$ cat config.mk
export PLATFORM = sky130hd
export DESIGN_NAME = int_alu
export DESIGN_NICKNAME = d
export VERILOG_FILES = /design/src/rtl/int_alu_pkg.sv /design/src/rtl/alu_bit_slice.sv /design/src/rtl/alu_ripple_chain.sv /design/src/rtl/alu_flag_unit.sv /design/src/rtl/int_alu.sv
export SDC_FILE = /design/constraint.sdc
export NUM_CORES = 1
export LEC_CHECK = 0
export BUFFER_PORTS_ARGS = -buffer_cell sky130_fd_sc_hd__buf_2
export CAP_MARGIN = 20
export CORE_MARGIN = 3
export CORE_UTILIZATION = 51
export DETAILED_ROUTE_END_ITERATION = 12
export GPL_TIMING_DRIVEN = 1
export PLACE_DENSITY = 0.8
export SLEW_MARGIN = 20
export SYNTH_ARGS = -nofsm -noshare
export SYNTH_HDL_FRONTEND = slang
export SYNTH_HIERARCHICAL = 1
export SYNTH_SLANG_ARGS = --single-unit
$ cat constraint.sdc
create_clock -name vclk -period 21.1
set_input_delay 2.11 -clock vclk [all_inputs]
set_output_delay 2.11 -clock vclk [all_outputs]
set_load 0.005 [all_outputs]
$ cat src/rtl/int_alu_pkg.sv
package int_alu_pkg;

  // Slice output select, carried in the two low bits of the function code
  typedef enum logic [1:0] {
    FN_AND  = 2'b00,
    FN_OR   = 2'b01,
    FN_SUM  = 2'b10,
    FN_LESS = 2'b11
  } alu_fn_e;

  localparam logic [2:0] CTL_AND = 3'b000;
  localparam logic [2:0] CTL_OR  = 3'b001;
  localparam logic [2:0] CTL_ADD = 3'b010;
  localparam logic [2:0] CTL_SUB = 3'b110;
  localparam logic [2:0] CTL_SLT = 3'b111;

  // Sum bit of a full adder
  function automatic logic fa_sum(input logic x, input logic y, input logic ci);
    return x ^ y ^ ci;
  endfunction

  // Carry of a full adder: majority of the three inputs
  function automatic logic fa_carry(input logic x, input logic y, input logic ci);
    return (x & y) | (x & ci) | (y & ci);
  endfunction

  // Codes whose overflow flag is meaningful
  function automatic logic ctl_is_arith(input logic [2:0] c);
    return (c == CTL_ADD) || (c == CTL_SUB) || (c == CTL_SLT);
  endfunction

  // Codes that report a carry out
  function automatic logic ctl_has_carry(input logic [2:0] c);
    return (c == CTL_ADD) || (c == CTL_SUB);
  endfunction

  // Codes that produce a defined result
  function automatic logic ctl_is_defined(input logic [2:0] c);
    return (c == CTL_AND) || (c == CTL_OR) || ctl_is_arith(c);
  endfunction

endpackage

$ cat src/rtl/alu_bit_slice.sv
module alu_bit_slice
  import int_alu_pkg::*;
(
  input  logic    a_bit,
  input  logic    b_bit,
  input  logic    negate,
  input  logic    carry_in,
  input  logic    less_in,
  input  alu_fn_e fn,
  output logic    sum_bit,
  output logic    res_bit,
  output logic    carry_out
);

  logic b_eff;

  assign b_eff     = b_bit ^ negate;
  assign sum_bit   = fa_sum(a_bit, b_eff, carry_in);
  assign carry_out = fa_carry(a_bit, b_eff, carry_in);

  always_comb begin
    unique case (fn)
      FN_AND:  res_bit = a_bit & b_eff;
      FN_OR:   res_bit = a_bit | b_eff;
      FN_SUM:  res_bit = sum_bit;
      FN_LESS: res_bit = less_in;
      default: res_bit = 1'b0;
    endcase
  end

endmodule

$ cat src/rtl/alu_ripple_chain.sv
module alu_ripple_chain
  import int_alu_pkg::*;
#(
  parameter int WIDTH = 32
) (
  input  logic [WIDTH-1:0] a_vec,
  input  logic [WIDTH-1:0] b_vec,
  input  logic             negate,
  input  alu_fn_e          fn,
  input  logic             less_lsb,
  output logic [WIDTH-1:0] sum_vec,
  output logic [WIDTH-1:0] res_vec,
  output logic [WIDTH:0]   carry_vec
);

  // The negate line doubles as the carry into bit 0
  assign carry_vec[0] = negate;

  for (genvar i = 0; i < WIDTH; i++) begin : g_slice
    logic less_i;
    if (i == 0) begin : g_lsb
      assign less_i = less_lsb;
    end else begin : g_upper
      assign less_i = 1'b0;
    end

    alu_bit_slice u_slice (
      .a_bit    (a_vec[i]),
      .b_bit    (b_vec[i]),
      .negate   (negate),
      .carry_in (carry_vec[i]),
      .less_in  (less_i),
      .fn       (fn),
      .sum_bit  (sum_vec[i]),
      .res_bit  (res_vec[i]),
      .carry_out(carry_vec[i+1])
    );
  end

  // a subtraction carries out exactly when A >= B unsigned
  always_comb begin
    if (negate && (fn == FN_SUM)) begin
      assert_sub_carry_R4: assert (carry_vec[WIDTH] == (a_vec >= b_vec))
        else $error("subtract carry disagrees with unsigned compare");
    end
  end

endmodule

$ cat src/rtl/alu_flag_unit.sv
module alu_flag_unit (
  input  logic a_msb,
  input  logic b_msb,
  input  logic negate,
  input  logic carry_into_msb,
  input  logic carry_out_msb,
  input  logic diff_msb,
  output logic ovf_raw,
  output logic set_bit
);

  // Overflow from the two carries around the top bit
  assign ovf_raw = carry_into_msb ^ carry_out_msb;
  // Corrected sign of A-B
  assign set_bit = diff_msb ^ ovf_raw;

  always_comb begin
    // mixed-sign addition never overflows
    if (!negate && (a_msb != b_msb)) begin
      assert_add_mixed_no_ovf_R5: assert (!ovf_raw)
        else $error("overflow on mixed-sign addition");
    end
    // subtracting operands of the same sign never overflows
    if (negate && (a_msb == b_msb)) begin
      assert_sub_same_no_ovf_R5: assert (!ovf_raw)
        else $error("overflow on same-sign subtraction");
    end
  end

endmodule

$ cat src/rtl/int_alu.sv
module int_alu
  import int_alu_pkg::*;
#(
  parameter int WIDTH = 32
) (
  input  logic [WIDTH-1:0] a_in,
  input  logic [WIDTH-1:0] b_in,
  input  logic [2:0]       alu_ctl,
  output logic [WIDTH-1:0] result,
  output logic             zero_flag,
  output logic             ovf_flag,
  output logic             carry_flag
);

  localparam int MSB = WIDTH - 1;

  alu_fn_e          fn_sel;
  logic             negate;
  logic [WIDTH-1:0] sum_vec;
  logic [WIDTH-1:0] slice_res;
  logic [WIDTH:0]   carry_vec;
  logic             ovf_raw;
  logic             set_bit;
  logic             code_defined;
  logic             code_arith;
  logic             code_carry;

  assign negate       = alu_ctl[2];
  assign fn_sel       = alu_fn_e'(alu_ctl[1:0]);
  assign code_defined = ctl_is_defined(alu_ctl);
  assign code_arith   = ctl_is_arith(alu_ctl);
  assign code_carry   = ctl_has_carry(alu_ctl);

  alu_ripple_chain #(.WIDTH(WIDTH)) u_chain (
    .a_vec    (a_in),
    .b_vec    (b_in),
    .negate   (negate),
    .fn       (fn_sel),
    .less_lsb (set_bit),
    .sum_vec  (sum_vec),
    .res_vec  (slice_res),
    .carry_vec(carry_vec)
  );

  alu_flag_unit u_flags (
    .a_msb         (a_in[MSB]),
    .b_msb         (b_in[MSB]),
    .negate        (negate),
    .carry_into_msb(carry_vec[MSB]),
    .carry_out_msb (carry_vec[WIDTH]),
    .diff_msb      (sum_vec[MSB]),
    .ovf_raw       (ovf_raw),
    .set_bit       (set_bit)
  );

  assign result     = code_defined ? slice_res : '0;
  assign ovf_flag   = code_arith & ovf_raw;
  assign carry_flag = code_carry & carry_vec[WIDTH];
  assign zero_flag  = ~|result;

  always_comb begin
    if (alu_ctl == CTL_SLT) begin
      // less-than bit follows the signed comparison
      assert_slt_signed_R6: assert (result[0] == ($signed(a_in) < $signed(b_in)))
        else $error("less-than bit wrong");
      // upper bits of the less-than result stay clear
      assert_slt_upper_clear_R6: assert (result[MSB:1] == '0)
        else $error("less-than upper bits set");
      // no carry reported for less-than
      assert_slt_no_carry_R9: assert (!carry_flag)
        else $error("carry flag set on less-than");
    end
    // zero after subtraction means the operands were equal
    if ((alu_ctl == CTL_SUB) && zero_flag) begin
      assert_sub_zero_equal_R7: assert (a_in == b_in)
        else $error("zero flag on unequal subtraction");
    end
    // unused codes stay quiet
    if (!code_defined) begin
      assert_unused_quiet_R8: assert ((result == '0) && !ovf_flag && !carry_flag && zero_flag)
        else $error("unused code produced output");
    end
    // logic functions raise no arithmetic flags
    if ((alu_ctl == CTL_AND) || (alu_ctl == CTL_OR)) begin
      assert_logic_no_flags_R9: assert (!ovf_flag && !carry_flag)
        else $error("flag set on logic function");
    end
  end

endmodule

Word level (Yosys, flattened, before mapping):

Cells that the tools add are included.

* $add $sub $neg: 0
* multipliers: 0
* divide/modulo/power cells: 0
* magnitude comparators: 0
* eq/ne operators: 7
* shift operators: 0
* mux-type cells: 33
* bitwise gates (word level): 292
* reductions and logical operators: 8

Operator list (number)
* $pmux 1 s4: 32
* $and 1x1->1: 98
* $xor 1x1->1: 98
* $or 1x1->1: 96
* $mux 32: 1
* $reduce_or 32->1: 1
* $eq 3x3->1 const B: 2
* $eq 2x2->1 const B: 2
* $logic_or 1x1->1: 4
* $eq 3x1->1 const B: 1
* $eq 3x2->1 const B: 1
* $logic_not 3->1: 1
* $eq 2x1->1 const B: 1
* $logic_not 2->1: 1
* $logic_not 1->1: 1

* register bits: 0
* latch bits: 0
* RAM bits: 0
* ROM bits: 0
* output and inout port bits: 35
* memories: 0

Logic depth before layout (Yosys ltp):

Gate-level depths: netlist of run 1.

* depth after elaboration: 103
* mapped depth: 102

Modules after synthesis:

The synthesis of run 1 kept the hierarchy.

By module, submodules not included
* alu_bit_slice: instances 32, cells an instance 11, area each 98.8 µm²
* int_alu: instances 1, cells an instance 51, area each 372.9 µm²
* alu_flag_unit: instances 1, cells an instance 2, area each 32.5 µm²
* alu_ripple_chain: instances 1, cells an instance 2, area each 11.3 µm²

Worst setup path after synthesis of run 1:

Ideal clock, no wire load.

* kind: input-to-output
* start: in alu_ctl[2]
* end: out zero_flag
* data arrival time: 18621 ps
* slack: 369 ps
* stages: 102
* buffers on the path: 0
* cell sequence: xor2_1 inv_1 fa_1 inv_1 inv_1 fa_1 inv_1 inv_1 fa_1 inv_1 inv_1 fa_1 inv_1 inv_1 fa_1 inv_1 inv_1 fa_1 [66 not listed] inv_1 inv_1 fa_1 inv_1 inv_1 fa_1 inv_1 inv_1 fa_1 inv_1 inv_1 fa_1 inv_1 xor3_1 mux4_2 nor4_1 nand4_1 o21ai_1

* longest elaborated chain between the ends: 103

Ends and longest elaborated chain
* from (decl): RTL line int_alu.sv:8 `input logic [2:0] alu_ctl,`
* $xor 1x1->1: RTL line alu_bit_slice.sv:17 `assign b_eff = b_bit ^ negate;`
* $and 1x1->1: RTL line int_alu_pkg.sv:24 `return (x & y) | (x & ci) | (y & ci);`
* $or 1x1->1: RTL line int_alu_pkg.sv:24
* $or 1x1->1 *: RTL line int_alu_pkg.sv:24
* via carry_vec[1]: RTL line int_alu.sv:21 `logic [WIDTH:0] carry_vec;`
* $and 1x1->1: RTL line int_alu_pkg.sv:24
* $or 1x1->1: RTL line int_alu_pkg.sv:24
* $or 1x1->1 *: RTL line int_alu_pkg.sv:24
* via carry_vec[2]: RTL line int_alu.sv:21
* [3 not listed]
* via carry_vec[3]: RTL line int_alu.sv:21
* [3 not listed]
* via carry_vec[4]: RTL line int_alu.sv:21
* [3 not listed]
* via carry_vec[5]: RTL line int_alu.sv:21
* [3 not listed]
* via carry_vec[6]: RTL line int_alu.sv:21
* [3 not listed]
* via carry_vec[7]: RTL line int_alu.sv:21
* [3 not listed]
* via carry_vec[8]: RTL line int_alu.sv:21
* [3 not listed]
* via carry_vec[9]: RTL line int_alu.sv:21
* [3 not listed]
* via carry_vec[10]: RTL line int_alu.sv:21
* [3 not listed]
* via carry_vec[11]: RTL line int_alu.sv:21
* [3 not listed]
* via carry_vec[12]: RTL line int_alu.sv:21
* [3 not listed]
* via carry_vec[13]: RTL line int_alu.sv:21
* [3 not listed]
* via carry_vec[14]: RTL line int_alu.sv:21
* [3 not listed]
* via carry_vec[15]: RTL line int_alu.sv:21
* [3 not listed]
* via carry_vec[16]: RTL line int_alu.sv:21
* [3 not listed]
* via carry_vec[17]: RTL line int_alu.sv:21
* [3 not listed]
* via carry_vec[18]: RTL line int_alu.sv:21
* [3 not listed]
* via carry_vec[19]: RTL line int_alu.sv:21
* [3 not listed]
* via carry_vec[20]: RTL line int_alu.sv:21
* [3 not listed]
* via carry_vec[21]: RTL line int_alu.sv:21
* [3 not listed]
* via carry_vec[22]: RTL line int_alu.sv:21
* [3 not listed]
* via carry_vec[23]: RTL line int_alu.sv:21
* [3 not listed]
* via carry_vec[24]: RTL line int_alu.sv:21
* [3 not listed]
* via carry_vec[25]: RTL line int_alu.sv:21
* [3 not listed]
* via carry_vec[26]: RTL line int_alu.sv:21
* [3 not listed]
* via carry_vec[27]: RTL line int_alu.sv:21
* [3 not listed]
* via carry_vec[28]: RTL line int_alu.sv:21
* [3 not listed]
* via carry_vec[29]: RTL line int_alu.sv:21
* [3 not listed]
* via carry_vec[30]: RTL line int_alu.sv:21
* [3 not listed]
* via carry_vec[31]: RTL line int_alu.sv:21
* [3 not listed]
* via carry_vec[32]: RTL line int_alu.sv:21
* $xor 1x1->1 *: RTL line alu_flag_unit.sv:13 `assign ovf_raw = carry_into_msb ^ carry_out_msb;`
* $xor 1x1->1 *: RTL line alu_flag_unit.sv:15 `assign set_bit = diff_msb ^ ovf_raw;`
* via set_bit: RTL line int_alu.sv:23 `logic set_bit;`
* $pmux 1 s4 *: RTL line alu_bit_slice.sv:22 `unique case (fn)`
* via slice_res[0]: RTL line int_alu.sv:20 `logic [WIDTH-1:0] slice_res;`
* $mux 32 *: RTL line int_alu.sv:56 `assign result = code_defined ? slice_res : '0;`
* $reduce_or 32->1 *: RTL line int_alu.sv:59 `assign zero_flag = ~|result;`
* $logic_not 1->1 *: RTL line int_alu.sv:59
* to (decl): RTL line int_alu.sv:10 `output logic zero_flag,`

Mark *: on every way through the listed nets, which the timed path passes. The rest lies on a longest branch.

Worst setup path after layout of run 1:

* start: in alu_ctl[2]
* end: out zero_flag

RTL lines
* $xor 1x1->1: RTL line alu_bit_slice.sv:17
* $and 1x1->1: RTL line int_alu_pkg.sv:24
* $or 1x1->1: RTL line int_alu_pkg.sv:24
* $or 1x1->1 *: RTL line int_alu_pkg.sv:24
* via carry_vec[1]: RTL line int_alu.sv:21
* $and 1x1->1: RTL line int_alu_pkg.sv:24
* $or 1x1->1: RTL line int_alu_pkg.sv:24
* $or 1x1->1 *: RTL line int_alu_pkg.sv:24
* via carry_vec[2]: RTL line int_alu.sv:21
* [3 not listed]
* via carry_vec[3]: RTL line int_alu.sv:21
* [3 not listed]
* via carry_vec[4]: RTL line int_alu.sv:21
* [3 not listed]
* via carry_vec[5]: RTL line int_alu.sv:21
* [3 not listed]
* via carry_vec[6]: RTL line int_alu.sv:21
* [3 not listed]
* via carry_vec[7]: RTL line int_alu.sv:21
* [3 not listed]
* via carry_vec[8]: RTL line int_alu.sv:21
* [3 not listed]
* via carry_vec[9]: RTL line int_alu.sv:21
* [3 not listed]
* via carry_vec[10]: RTL line int_alu.sv:21
* [3 not listed]
* via carry_vec[11]: RTL line int_alu.sv:21
* [3 not listed]
* via carry_vec[12]: RTL line int_alu.sv:21
* [3 not listed]
* via carry_vec[13]: RTL line int_alu.sv:21
* [3 not listed]
* via carry_vec[14]: RTL line int_alu.sv:21
* [3 not listed]
* via carry_vec[15]: RTL line int_alu.sv:21
* [3 not listed]
* via carry_vec[16]: RTL line int_alu.sv:21
* [3 not listed]
* via carry_vec[17]: RTL line int_alu.sv:21
* [3 not listed]
* via carry_vec[18]: RTL line int_alu.sv:21
* [3 not listed]
* via carry_vec[19]: RTL line int_alu.sv:21
* [3 not listed]
* via carry_vec[20]: RTL line int_alu.sv:21
* [3 not listed]
* via carry_vec[21]: RTL line int_alu.sv:21
* [3 not listed]
* via carry_vec[22]: RTL line int_alu.sv:21
* [3 not listed]
* via carry_vec[23]: RTL line int_alu.sv:21
* [3 not listed]
* via carry_vec[24]: RTL line int_alu.sv:21
* [3 not listed]
* via carry_vec[25]: RTL line int_alu.sv:21
* [3 not listed]
* via carry_vec[26]: RTL line int_alu.sv:21
* [3 not listed]
* via carry_vec[27]: RTL line int_alu.sv:21
* [3 not listed]
* via carry_vec[28]: RTL line int_alu.sv:21
* [3 not listed]
* via carry_vec[29]: RTL line int_alu.sv:21
* [3 not listed]
* via carry_vec[30]: RTL line int_alu.sv:21
* [3 not listed]
* via carry_vec[31]: RTL line int_alu.sv:21
* $xor 1x1->1 *: RTL line int_alu_pkg.sv:19 `return x ^ y ^ ci;`
* via sum_vec[31]: RTL line int_alu.sv:19 `logic [WIDTH-1:0] sum_vec;`
* $pmux 1 s4 *: RTL line alu_bit_slice.sv:22
* via slice_res[31]: RTL line int_alu.sv:20
* $mux 32 *: RTL line int_alu.sv:56
* $reduce_or 32->1 *: RTL line int_alu.sv:59
* $logic_not 1->1 *: RTL line int_alu.sv:59

Marks and branches as above.

==> impl_metrics.toml, run 1 <==
[outcome]
outcome = "finished clean"

[critical_path]
startpoint_type = "input port"
cp_slowest_cell = "fa_2"
crit_type = "in -> out"
worst-path-buf-inv = 67
cp.required_ns = 18.99
critPathCaptureType = "output pin"
arrival_ns = 18.10
slowest_delay_ns = 0.53
cpLargestDelayFamily = "adder cells"
critPathMaxFanout = 2
crit_top_cell = "inv_1"

[global_route]
grt_usage_pct = 19.5
antenna_found_initial = 0
grt_pass1_vias = 3020
overflow = 0
grt_pass1_wl_um = 12400
grt_max_degree = 36

[clock_network]
cts_hold_repair.buffers = 0

[routing]
wl_um = 7660
firstDrtPassIters = 4
avgRoutedWirePerCell_um = 11.9
routed_via_density = 4.41
ant_nets = 0
vias = 2839
drcViolationCount = 0
initialDrtViolationCount = 38

[floorplanning]
die_w_um = 89.7
ios = 102
die-area_mm2 = 0.00804
rows = 29
die_h_um = 89.7
start_util_pct = 54.4
coreArea_mm2 = 0.00657

[finish]
fin_area_mm2 = 0.00448
final_nets = 716
n_clock_buffer = 0
final_cell_mix = "172 x inv_1, 101 x buf_2, 64 x ha_1, 32 x mux4_2, 32 x xor2_1"
antennaDiodeCount = 0
drive_above_1_share_pct = 38.5
area_delta_synth_final_pct = 25.5
final_common_cell = "inv_1"
layout.area.seq_um2 = 0
seq_cell_count = 0

[placement]
globalplace.congestion = 0.792
placedInstanceArea_mm2 = 0.00436
hpwl_um = 6690
io_buffer_count = 102

[sta]
maxSlewViolCount = 0
fmax_ghz = 0.0495
hold_viol_final = 0
fin_crit_sh_pct = 95.8
rsz0062_at_grt = "false"
tightest_slew_ns = 0.925
setup_tns_ns = 0
slew_headroom_pct = 38.3
min_period_ns = 20.21
setup_viol = 0

[synth]
yosysWarnings = 6
synth_area_mm2 = 0.00357
syn_area_per_cell_um2 = 8.80
synthCells = 406

[job]
cap_violations = 0

[worst_hold_path]
hp-class = "in -> out"

[pwr]
powerDensity_mw_per_mm2 = 28.7
ir_drop_mv = 0.0136
p_leak_nw = 2.72
## what timing repair did
action,4_1_cts,5_1_grt
setup endpoints to repair,3,3
pin swaps,6,22
buffers inserted,3,2
resized for setup,22,29
## final cells by class
class,count,area [um^2]
multi-input cells,241,3010
well taps,93,116
inverters,192,721
fillers,533,2080
repair buffers,118,633
## power breakdown
part	switching, mW	internal [mW]
clock	0	0
sequential	0	0
combinational	0.0638	0.0649
total	0.0638	0.0649
## layer usage
| metal | global-route usage (%) | wire (um) | vias up |
|---|---|---|---|
| met5 | 0 | 0 | - |
| met4 | 3.92 | 157 | 0 |
| met3 | 0.912 | 315 | 14 |
| met2 | 39.2 | 4100 | 87 |
| met1 | 22.5 | 3080 | 1330 |
| li1 | - | - | 1408 |
## metrics by stage
stage	utilization (%)	setup WS, ns	power, mW	cells	hold WS, ns
2_1_floorplan	-	0.369	0.0803	436	4.29
3_3_place_gp	66.4	-0.461	0.114	639	4.88
3_5_place_dp	66.4	-0.948	0.123	639	4.89
4_1_cts	67.6	0.0185	0.127	642	4.89
5_1_grt	68.3	0.00247	0.148	644	4.92
6_report	68.3	0.886	0.129	644	4.88
## worst min-delay path: stages
cell    delay, ns
buf_2        0.09
ha_1         0.13
mux4_2       0.23
and2_1       0.11
buf_2        0.10
## final timing paths
check / startpoint / to / cells after the start
worst min-delay path: a_in[26] / result[26] / 5
worst max-delay path: alu_ctl[2] / zero_flag / 104
(Power assumes the default switching activity.)
==> run 2: changes to the inputs <==
==> constraint.sdc (replaced) <==
create_clock -name vclk -period 21.1
set_input_delay 2.11 -clock vclk [all_inputs]
set_output_delay 2.11 -clock vclk [all_outputs]
set_load 0.1 [all_outputs]
==> run 2 against run 1 <==
Against the previous run:
- non-clock buffer count up 1
- maximum frequency down 0.50%
- final area up 1.7%
- critical endpoint unchanged
- largest cell class unchanged
==> impl_metrics.toml, run 2 (synthesis results as in run 1) <==
[floorplanning]
ios = 102
coreArea_mm2 = 0.00657
die_h_um = 89.7
rows = 29
die-area_mm2 = 0.00804
start_util_pct = 54.4
die_w_um = 89.7

[sta]
rsz0062_at_grt = "false"
slew_headroom_pct = 38.3
whs_ns = 4.98
tightest_slew_ns = 0.925
min_period_ns = 20.32
maxSlewViolCount = 0
fmax_ghz = 0.0492
fin_crit_sh_pct = 96.3
setup_viol = 0
hold_viol_final = 0

[worst_hold_path]
hp-class = "in -> out"
min-delay-start = "alu_ctl[1]"

[placement]
io_buffer_count = 102
globalplace.congestion = 0.815
hpwl_um = 6420

[outcome]
outcome = "finished clean"

[finish]
antennaDiodeCount = 0
final_common_cell = "inv_1"
seq_cell_count = 0
area_delta_synth_final_pct = 27.7
final_nets = 717
layout.area.seq_um2 = 0
drive_above_1_share_pct = 39.9
multi_input_area_mm2 = 0.00304
final_cell_mix = "168 x inv_1, 98 x buf_2, 64 x ha_1, 32 x mux4_2, 32 x xor2_1"
n_clock_buffer = 0
fill_cells = 546

[pwr]
ir_drop_mv = 0.0333
p_leak_nw = 2.74
p_comb_share_pct = 100.0
intPower_uw = 66.7
total_power_uw = 205
p_seq_share_pct = 0
switching_share_pct = 67.5
p_switching_uw = 139
powerDensity_mw_per_mm2 = 45.0
clkPwrFrac_pct = 0

[global_route]
grt_pass1_vias = 2909
grt_pass1_wl_um = 12500
antenna_found_initial = 1
grt_max_degree = 36
overflow = 0
grt_usage_pct = 19.3

[critical_path]
crit_type = "in -> out"
critPathMaxFanout = 4
arrival_ns = 18.21
startpoint_type = "input port"
critPathCaptureType = "output pin"
slowest_delay_ns = 0.52
cp.required_ns = 18.99
crit_start = "alu_ctl[2]"
crit_top_cell = "inv_1"
cp_slowest_cell = "mux4_2"

[job]
cap_violations = 0

[routing]
initialDrtViolationCount = 49
drcViolationCount = 0
routed_via_density = 4.43
wl_um = 7510
avgRoutedWirePerCell_um = 11.6
vias = 2858
ant_nets = 0
firstDrtPassIters = 4

[clock_network]
cts_hold_repair.buffers = 0
[run 2: changes by cell type in the layout (fill, tap and decap cells not counted), sizes merged]
cell,before,now
buf,118,119
[run 2: power by group through the flow]
stage | Clock (mW) | Sequential (mW) | Combinational (mW)
5_1_grt | 0 | 0 | 0.224
6_report | 0 | 0 | 0.205
4_1_cts | 0 | 0 | 0.204
3_5_place_dp | 0 | 0 | 0.199
2_1_floorplan | 0 | 0 | 0.155
3_3_place_gp | 0 | 0 | 0.191
[run 2: critical path: cells and delay by family]
kind                     cells  cell delay (ns)
AND/OR/NAND/NOR              2             0.39
buffers and inverters       66             3.48
XOR/XNOR                     2             0.57
AO/OA/AOI/OAI                1             0.21
multiplexers                 1             0.52
adder cells (fa/ha/maj)     32            10.87
[run 2: final cells by class]
type	instances	share of cell area, %
Tap cell	93	2.55
Timing Repair Buffer	119	15.0
Inverter	192	15.8
Multi-Input combinational cell	241	66.6
[run 2: layer usage]
metal / share of wire (%) / routed length, um / up-vias / GRT usage (%)
met5: 0.093 / 7 / - / 0
met2: 54 / 4030 / 80 / 38.0
met4: 0.65 / 49 / 2 / 1.08
met3: 5.4 / 402 / 9 / 1.55
met1: 40 / 3020 / 1358 / 23.8
li1: - / - / 1409 / -
[run 2: timing repair]
action                                  in CTS  in global routing
pin swaps                                   12                 19
resized for setup                           29                 26
endpoints found under the hold margin        0                  0
cloned                                       0                  0
setup buffers                                3                  1
endpoints found under the setup margin       4                  2
[run 2: final timing paths]
check / to / cells past startpoint / slack, ns
min: ovf_flag / 5 / 4.98
max: zero_flag / 104 / 0.78
[run 2: metrics by stage]
stage | instances | area (um^2) | TNS [ns] | util (%) | setup slack, ns
final | 645 | 4560 | 0 | 69.5 | 0.784
after global routing | 645 | 4560 | 0 | 69.5 | 0.00249
after CTS | 644 | 4530 | 0 | 69.0 | 0.0275
after detailed placement | 641 | 4440 | -2.01 | 67.6 | -1.09
after global placement | 641 | 4440 | -0.974 | 67.6 | -0.751
after floorplan | 436 | 3700 | 0 | - | 0.0211
